$ cat config.mk
export PLATFORM = sky130hd
export DESIGN_NAME = casc_sport
export DESIGN_NICKNAME = d
export VERILOG_FILES = /design/src/rtl/casc_sport_pkg.sv /design/src/rtl/casc_sport_rx.sv /design/src/rtl/casc_sport_tx.sv /design/src/rtl/casc_sport_ctrl.sv /design/src/rtl/casc_sport.sv
export SDC_FILE = /design/constraint.sdc
export NUM_CORES = 1
export LEC_CHECK = 0
export BUFFER_PORTS_ARGS = -buffer_cell sky130_fd_sc_hd__buf_2
export CORE_MARGIN = 8
export CORE_UTILIZATION = 50
export CTS_BUF_LIST = sky130_fd_sc_hd__clkbuf_8
export CTS_CLUSTER_DIAMETER = 200
export CTS_CLUSTER_SIZE = 30
export DETAILED_ROUTE_END_ITERATION = 12
export GPL_ROUTABILITY_DRIVEN = 0
export HOLD_SLACK_MARGIN = 0.08
export PLACE_DENSITY = 0.68
export SLEW_MARGIN = 20
export SYNTH_ARGS = -nofsm -noshare
export SYNTH_HDL_FRONTEND = slang
export SYNTH_SLANG_ARGS = --single-unit
$ cat constraint.sdc
create_clock -name clk -period 6.25 [get_ports clk]
set_input_delay 0.9375 -clock clk [delete_from_list [all_inputs] [get_ports clk]]
set_output_delay 0.9375 -clock clk [all_outputs]
set_load 0.1 [all_outputs]
$ cat src/rtl/casc_sport_pkg.sv
`timescale 1ns/1ps
package casc_sport_pkg;
  localparam int WORD_W   = 16;
  localparam int ADDR_W   = 3;
  localparam int SEL_W    = 3;
  localparam int REG_W    = 8;
  localparam int CNT_W    = 3;
  localparam int NUM_REGS = 3;
  localparam int IDX_W    = $clog2(NUM_REGS);

  // register indices
  localparam int MODE_IDX = 0;
  localparam int CLK_IDX  = 1;
  localparam int PWR_IDX  = 2;

  // mode register layout
  localparam int MODE_PD_BIT = 7;
  localparam int MODE_MM_BIT = 6;
  localparam logic [REG_W-1:0] MODE_RESET = 8'h01;

  // packed layout, MSB first on the wire
  typedef struct packed {
    logic              ctrl;
    logic              rdbk;
    logic [ADDR_W-1:0] addr;
    logic [SEL_W-1:0]  sel;
    logic [REG_W-1:0]  data;
  } cword_t;
endpackage

$ cat src/rtl/casc_sport_rx.sv
`timescale 1ns/1ps
// Deserializer: one frame pulse, then W bits MSB first.
module casc_sport_rx #(
  parameter int W = 16
) (
  input  logic         clk,
  input  logic         rst,
  input  logic         ser_in,
  input  logic         fs_in,
  output logic [W-1:0] word,
  output logic         valid
);
  localparam int CW = $clog2(W);

  logic          busy;
  logic [CW-1:0] cnt;

  always_ff @(posedge clk) begin
    if (rst) begin
      busy  <= 1'b0;
      cnt   <= '0;
      word  <= '0;
      valid <= 1'b0;
    end else begin
      valid <= 1'b0;
      if (busy) begin
        word <= {word[W-2:0], ser_in};
        cnt  <= cnt + CW'(1);
        if (cnt == CW'(W-1)) begin
          busy  <= 1'b0;
          valid <= 1'b1;
        end
      end else if (fs_in) begin
        busy <= 1'b1;
        cnt  <= '0;
      end
    end
  end
endmodule

$ cat src/rtl/casc_sport_tx.sv
`timescale 1ns/1ps
// Serializer: frame pulse in the load cycle, bits MSB first afterwards.
module casc_sport_tx #(
  parameter int W = 16
) (
  input  logic         clk,
  input  logic         rst,
  input  logic         load,
  input  logic [W-1:0] word,
  output logic         ser_out,
  output logic         fs_out
);
  localparam int LW = $clog2(W + 1);

  logic [W-1:0]  sh;
  logic [LW-1:0] left;

  always_ff @(posedge clk) begin
    if (rst) begin
      sh      <= '0;
      left    <= '0;
      ser_out <= 1'b0;
      fs_out  <= 1'b0;
    end else begin
      fs_out <= load;
      if (load) begin
        sh      <= word;
        left    <= LW'(W);
        ser_out <= 1'b0;
      end else if (left != '0) begin
        ser_out <= sh[W-1];
        sh      <= {sh[W-2:0], 1'b0};
        left    <= left - LW'(1);
      end else begin
        ser_out <= 1'b0;
      end
    end
  end
endmodule

$ cat src/rtl/casc_sport_ctrl.sv
`timescale 1ns/1ps
// Word decoder: registers, hop forwarding, readback, DAC frame counting.
module casc_sport_ctrl
  import casc_sport_pkg::*;
(
  input  logic              clk,
  input  logic              rst,
  input  logic              valid,
  input  logic [WORD_W-1:0] rx_word,
  output logic              launch,
  output logic [WORD_W-1:0] tx_word,
  output logic [WORD_W-1:0] dac_word,
  output logic              dac_strobe,
  output logic [REG_W-1:0]  reg_mode,
  output logic [REG_W-1:0]  reg_clk,
  output logic [REG_W-1:0]  reg_pwr
);
  logic [REG_W-1:0]  regf [NUM_REGS];
  logic [WORD_W-1:0] held;
  logic [CNT_W-1:0]  dac_cnt;

  cword_t           w, out_w;
  logic             mixed, is_dac, mine, sel_ok, last_frame;
  logic [REG_W-1:0] rd_val;
  logic [CNT_W-1:0] dev_cnt;

  assign w          = cword_t'(rx_word);
  assign mixed      = regf[MODE_IDX][MODE_PD_BIT] & regf[MODE_IDX][MODE_MM_BIT];
  assign is_dac     = mixed & ~w.ctrl;
  assign mine       = (w.addr == '0);
  assign sel_ok     = (w.sel < SEL_W'(NUM_REGS));
  assign rd_val     = sel_ok ? regf[w.sel[IDX_W-1:0]] : '0;
  assign dev_cnt    = regf[MODE_IDX][CNT_W-1:0];
  // field value 0 wraps to 2**CNT_W frames
  assign last_frame = (dac_cnt == dev_cnt - CNT_W'(1));

  always_comb begin
    out_w      = w;
    out_w.addr = w.addr - ADDR_W'(1);
    if (mine && w.rdbk) out_w.data = rd_val;
  end

  always_ff @(posedge clk) begin
    if (rst) begin
      launch     <= 1'b0;
      tx_word    <= '0;
      held       <= '0;
      dac_word   <= '0;
      dac_strobe <= 1'b0;
      dac_cnt    <= '0;
      for (int i = 0; i < NUM_REGS; i++) regf[i] <= '0;
      regf[MODE_IDX] <= MODE_RESET;
    end else begin
      launch     <= 1'b0;
      dac_strobe <= 1'b0;
      if (valid) begin
        if (is_dac) begin
          launch  <= 1'b1;
          tx_word <= held;
          held    <= rx_word;
          if (last_frame) begin
            dac_word   <= rx_word;
            dac_strobe <= 1'b1;
            dac_cnt    <= '0;
          end else begin
            dac_cnt <= dac_cnt + CNT_W'(1);
          end
        end else if (!mine || w.rdbk) begin
          launch  <= 1'b1;
          tx_word <= out_w;
        end else if (sel_ok) begin
          regf[w.sel[IDX_W-1:0]] <= w.data;
        end
      end
    end
  end

  assign reg_mode = regf[MODE_IDX];
  assign reg_clk  = regf[CLK_IDX];
  assign reg_pwr  = regf[PWR_IDX];
endmodule

$ cat src/rtl/casc_sport.sv
`timescale 1ns/1ps
module casc_sport
  import casc_sport_pkg::*;
(
  input  logic              clk,
  input  logic              rst,
  input  logic              ser_in,
  input  logic              fs_in,
  output logic              ser_out,
  output logic              fs_out,
  output logic [WORD_W-1:0] dac_word,
  output logic              dac_strobe,
  output logic [REG_W-1:0]  reg_mode,
  output logic [REG_W-1:0]  reg_clk,
  output logic [REG_W-1:0]  reg_pwr
);
  logic [WORD_W-1:0] rx_word, tx_word;
  logic              rx_valid, launch;

  casc_sport_rx #(.W(WORD_W)) rx_i (
    .clk(clk), .rst(rst), .ser_in(ser_in), .fs_in(fs_in),
    .word(rx_word), .valid(rx_valid)
  );

  casc_sport_ctrl ctrl_i (
    .clk(clk), .rst(rst), .valid(rx_valid), .rx_word(rx_word),
    .launch(launch), .tx_word(tx_word),
    .dac_word(dac_word), .dac_strobe(dac_strobe),
    .reg_mode(reg_mode), .reg_clk(reg_clk), .reg_pwr(reg_pwr)
  );

  casc_sport_tx #(.W(WORD_W)) tx_i (
    .clk(clk), .rst(rst), .load(launch), .word(tx_word),
    .ser_out(ser_out), .fs_out(fs_out)
  );
endmodule

==> results of run 1 <==
[routing by layer]
metal  routed length (um)  share of wire, %  global-route usage [%]  vias up
li1                     -                 -                       -     1859
met1                 5400                47                    20.9     1789
met2                 5510                48                    26.1       76
met3                  487               4.2                    5.03        9
met4                  135               1.2                    5.62        0
met5                    0                 0                       0        -
[power by group through the flow]
stage                     Combinational (mW)  Sequential [mW]  Clock [mW]
after floorplan                        0.188            0.972           0
after global placement                 0.259            0.940           0
after detailed placement               0.263            0.941           0
after CTS                              0.265            0.922       0.639
after global routing                   0.284            0.924       0.678
final                                  0.261            0.922       0.626
[state kept, by name (all words and copies together), names as in the netlist, named ones only]
signal	count
tx_i.left	5
ctrl_i.dac_cnt	3
tx_i.sh	16
ctrl_i.tx_word	16
rx_i.busy	1
ctrl_i.dac_word	16
rx_i.cnt	4
tx_i.ser_out	1
rx_i.valid	1
ctrl_i.regf	32
rx_i.word	16
ctrl_i.launch	1
tx_i.fs_out	1
ctrl_i.held	16
ctrl_i.dac_strobe	1
[worst max path at each step]
stage	to	cells after the start
after detailed placement	ctrl_i.regf[0][0]	5
after global routing	ctrl_i.regf[0][0]	5
final	ctrl_i.regf[0][0]	5
after CTS	ctrl_i.regf[0][0]	5
after global placement	ctrl_i.regf[0][5]	4
after floorplan	ctrl_i.dac_word[10]	8
[cell families after synthesis]
group	count (synthesis)	share of synthesized area (%)
AOI/OAI and AO/OA	92	12.5
xor gates and xnor gates	11	2.01
adders and majority gates	7	1.60
buffers and inverters	45	3.74
DFF	132	54.0
muxes	42	9.51
other	1	0.0683
and+or+nand+nor	170	16.6
[through the flow]
| step | utilization [%] | instance area, um^2 | hold slack, ps |
|---|---|---|---|
| final | 56.9 | 6140 | 452 |
| after detailed placement | 53.6 | 5780 | 447 |
| after global routing | 56.9 | 6140 | 470 |
| after floorplan | - | 5520 | 432 |
| after CTS | 56.8 | 6130 | 456 |
| after global placement | 53.6 | 5780 | 442 |
[cell type report]
| cell class | instances | area share, % |
|---|---|---|
| flip-flops and latches | 132 | 48.3 |
| well taps | 140 | 2.85 |
| clock buffers | 20 | 4.49 |
| clock inverters | 10 | 1.14 |
| multi-input cells | 330 | 38.5 |
| inverters | 10 | 0.612 |
| repair buffers | 49 | 4.12 |
[critical path, delay by kind of cell]
kind	cells	cell delay, ps
buffers and inverters	3	1490
AO/OA/AOI/OAI	2	730
[cells in the final DEF (no fill, tap or decap), types with 6 or more instances in the layout]
master / count
o211a_1: 15
conb_1: 8
and2_1: 32
inv_1: 14
ha_1: 7
nor3_1: 6
a22o_1: 15
nor2_1: 34
edfxtp_1: 32
dfxtp_1: 100
a21oi_1: 32
clkbuf_8: 20
nand2_1: 62
o221ai_1: 8
nand3_1: 11
mux2i_1: 33
xnor2_1: 6
buf_2: 46
a31oi_1: 8
mux4_2: 8
==> impl_metrics.toml, run 1 <==
[route]
wire_per_inst_um = 16.7
postRouteAntennaNets = 0
vias_per_cell = 5.40
first_pass_iters = 6
drc = 0
wirelength_mm = 11.5
drtIter0Drc = 219
vias = 3733

[finish]
final_nets = 551
syn_to_final_growth_pct = 11.8
multi_input_area_um2 = 2360
fin_cells = 691
diodes = 0
drive_gt1_share_pct = 17.6
fillCellCount = 906
regArea_um2 = 2960

[setup_path]
crit_type = "input pin to flip-flop"
crit_arrival_ps = 3200
end_kind = "flip-flop"
ff2ff_setup_slack_ps = 3760
critPathMaxFanout = 62
rr_startpoint = "ctrl_i.regf[0][7]"
required_ps = 6530
cpMaxStageDelayCell = "clkinv_1"
critPathLaunchType = "input pin"
critPathMaxStageDelay_ps = 870
critPathLaunch = "rst"
reg2reg_depth = 4
cp_cell_sequence = "buf_2, buf_4, clkinv_1, o31ai_2, a21boi_1"
r2r_end = "ctrl_i.tx_word[6]"

[cts]
clk_latency_ps = 430
clk_pin_slew_worst_paths_ps = 70
clockBufferDepth = 2
cts_sinks = 132
cts_made_buffers = 17
htreeDepth = 4
cts_tree = "yes"
cts_setup_buffers = 0
post_cts_resized = 0
cts_root_buf = "clkbuf_8"
ctsHoldBuffers = 0

[sta]
post-route-period-util_pct = 46.7
layout_setup_ws_ps = 3330
finalHoldViolCount = 0
worst_pin_slew_ps = 883
fin_skew_ps = 13.2
maxSlewViolCount = 0
finalSetupTns_ps = 0
rsz0062_at_grt = "no"
period_minus_slack_ps = 2920
setup_violations = 0
slew_headroom_pct = 41.1
clock.fmax_mhz = 343

[die]
die_x_um = 121
dieArea_um2 = 14600
die_y_um = 121
pin_count = 47
num_rows = 38
start_util_pct = 50.9
coreArea_um2 = 10800

[logic_synthesis]
synth_edf_count = 32
synth_area_leaders = "dfxtp_1 (36%), edfxtp_1 (18%), mux2i_1 (6.0%)"
synthesis.instances = 500
ys_top_cells_by_count = "dfxtp_1 (100), nand2_1 (62), nor2_1 (34)"
synth_area_leader_cell = "dfxtp_1"
ys_types = 52
syn_area_um2 = 5490
avgSynthCellArea_um2 = 11.0
synth_top_area_share_pct = 36.5
synth.most_common_cell = "dfxtp_1"
yosysWarningCount = 0
synthArstFlopShare_pct = 0
synth-main-ff-cell = "dfxtp_1"
synth_seq_cells = 132
yosysSeqAreaShare_pct = 54.0

[global_routing]
grt_pass1_wl_mm = 19.0
grt_pass1_vias = 3698
grt_usage_pct = 16.5
antenna_found_initial = 0
grt_overflow = 0
grt_max_degree = 63

[power_and_ir_drop]
p_leak_nw = 2.56
p_per_area_nw_per_um2 = 295
power.net_switching_mw = 0.476
switching_share_pct = 26.3
clockPowerShare_pct = 34.6
pwr-share-seq_pct = 51.0
p_int_mw = 1.33
pwr-share-comb_pct = 14.4
p_total_mw = 1.81
peakVddDrop_mv = 0.247

[run]
maxCapViolations = 0

[worst_hold_path]
min_to = "tx_i.sh[0]"
hp-class = "flip-flop to flip-flop"
min_from = "ctrl_i.tx_word[0]"
worstHoldPathCells = 2

[outcome]
status = "finished, final reports clean"

[placed_design]
io_buffers = 46
place_inst = 661
dp_slack_ps = 2920
place_hpwl_mm = 7.88
Power figures use the tool's default switching activity.
==> run 2, diff against run 1 <==
Clock period 6.25 ns to 2.99 ns, I/O delays scaled along.
==> run 2 against run 1 <==
  * Sequential power rose by 110%
  * Critical path type is now flip-flop to flip-flop
  * Largest power group unchanged
  * Highest routed layer unchanged
  * Non-clock buffer count increased by 5
  * Worst setup slack worse by 2700 ps
  * Design area grew 0.63%
  * Sequential share of layout area down 0.30 points
==> impl_metrics.toml, run 2 (synthesis results as in run 1) <==
[outcome]
status = "finished, final reports clean"

[setup_path]
crit_type = "flip-flop to flip-flop"
cp.depth = 6
critPathLaunchType = "flip-flop"
crit_family = "simple AND/OR/NAND/NOR gates"
end_kind = "flip-flop"
rr_startpoint = "rx_i.word[11]"
cp_num_buf_inv = 1
critPathLaunch = "rx_i.word[11]"
required_ps = 3090
reg2reg_depth = 6
crit_arrival_ps = 2420
critPathMaxFanout = 9
critPathMaxStageDelay_ps = 430
cpMaxStageDelayCell = "nor4b_4"
cp_cell_sequence = "inv_1, ha_1, nor3b_2, nand4_4, nor4b_4, or2_1"

[sta]
slew_headroom_pct = 40.8
worst_pin_slew_ps = 887
layout_setup_ws_ps = 671
finalSetupTns_ps = 0
setup_violations = 0
post-route-period-util_pct = 77.6
fin_skew_ps = 7.65
rsz0062_at_grt = "no"
period_minus_slack_ps = 2320
clock.fmax_mhz = 431
finalHoldViolCount = 0
maxSlewViolCount = 0

[power_and_ir_drop]
p_leak_nw = 2.56
peakVddDrop_mv = 0.568
p_per_area_nw_per_um2 = 614
p_total_mw = 3.79

[cts]
cts_root_buf = "clkbuf_8"
cts_setup_buffers = 0
cts_made_buffers = 17
cts_sinks = 132
clk_pin_slew_worst_paths_ps = 70
clockBufferDepth = 2
clk_latency_ps = 430
htreeDepth = 4
ctsHoldBuffers = 0
post_cts_resized = 0
cts_tree = "yes"

[finish]
layout_commonest_cell = "dfxtp_1"
final_area_um2 = 6180
final_nets = 556
syn_to_final_growth_pct = 12.5
final_cell_mix = "dfxtp_1 (100), nand2_1 (62), buf_2 (46), nor2_1 (34), mux2i_1 (33)"
top_register = "ctrl_i.regf"
fillCellCount = 905
drive_gt1_share_pct = 19.4
fin_cells = 697
largest_reg_flops = 32
diodes = 0
regArea_um2 = 2960
multi_input_area_um2 = 2360

[route]
wirelength_mm = 11.7
drc = 0
vias_per_cell = 5.45
postRouteAntennaNets = 0
highest_layer = "met4"
route.met2.wl_mm = 5.71
vias = 3798
wire_per_inst_um = 16.8
met3_length_um = 675
wl_met1_mm = 5.18
drtIter0Drc = 282
first_pass_iters = 4

[worst_hold_path]
min_from = "ser_in"
hp-class = "input pin to flip-flop"
worstHoldPathCells = 3

[die]
pin_count = 47
num_rows = 38
dieArea_um2 = 14600
start_util_pct = 50.9
coreArea_um2 = 10800
die_x_um = 121
die_y_um = 121

[global_routing]
grt_overflow = 0
antenna_found_initial = 0
grt_pass1_vias = 3776
grt_pass1_wl_mm = 19.4
grt_max_degree = 41
grt_usage_pct = 16.9

[placed_design]
io_buffers = 46
placed_area_um2 = 5820
place_inst = 666
place_hpwl_mm = 8.16
dp_slack_ps = 667

[run]
maxCapViolations = 0
run 2: where the power goes:
| part | total (mW) | switching (mW) | internal [mW] |
|---|---|---|---|
| clock network | 1.32 | 0.679 | 0.636 |
| registers | 1.93 | 0.0558 | 1.88 |
| logic | 0.544 | 0.324 | 0.220 |
run 2: layout make-up:
cell class / instances / share of cell area [%]
Multi-Input combinational cell: 330 / 38.1
Tap cell: 140 / 2.84
Inverter: 10 / 0.608
Clock buffer: 20 / 4.46
Timing Repair Buffer: 54 / 4.70
Sequential cell: 132 / 48.0
Clock inverter: 11 / 1.28
run 2: worst paths after layout:
path | slack [ps] | to
worst min register to register | 460 | ctrl_i.held[9]
worst min-delay path | 250 | rx_i.word[0]
worst max-delay path | 670 | ctrl_i.regf[1][3]
worst max register to register | 670 | ctrl_i.regf[1][3]
run 2: worst register-to-register path: cells and delay by family (launching register included):
family                   cells  cell delay (ps)
flip-flops                   1              360
AND/OR/NAND/NOR              4             1360
adder cells (fa/ha/maj)      1              180
buffers and inverters        1               90
run 2: per-stage QoR:
step           hold WS (ps)  util (%)
2_1_floorplan           432         -
6_report                249      57.2
3_3_place_gp            439      53.9
3_5_place_dp            449      53.9
5_1_grt                 238      57.2
4_1_cts                 221      57.2
run 2: per-layer routing:
metal,GRT usage (%),vias up
met5,0,-
met4,8.20,0
met3,4.90,14
met2,27.2,101
met1,20.4,1816
li1,-,1867
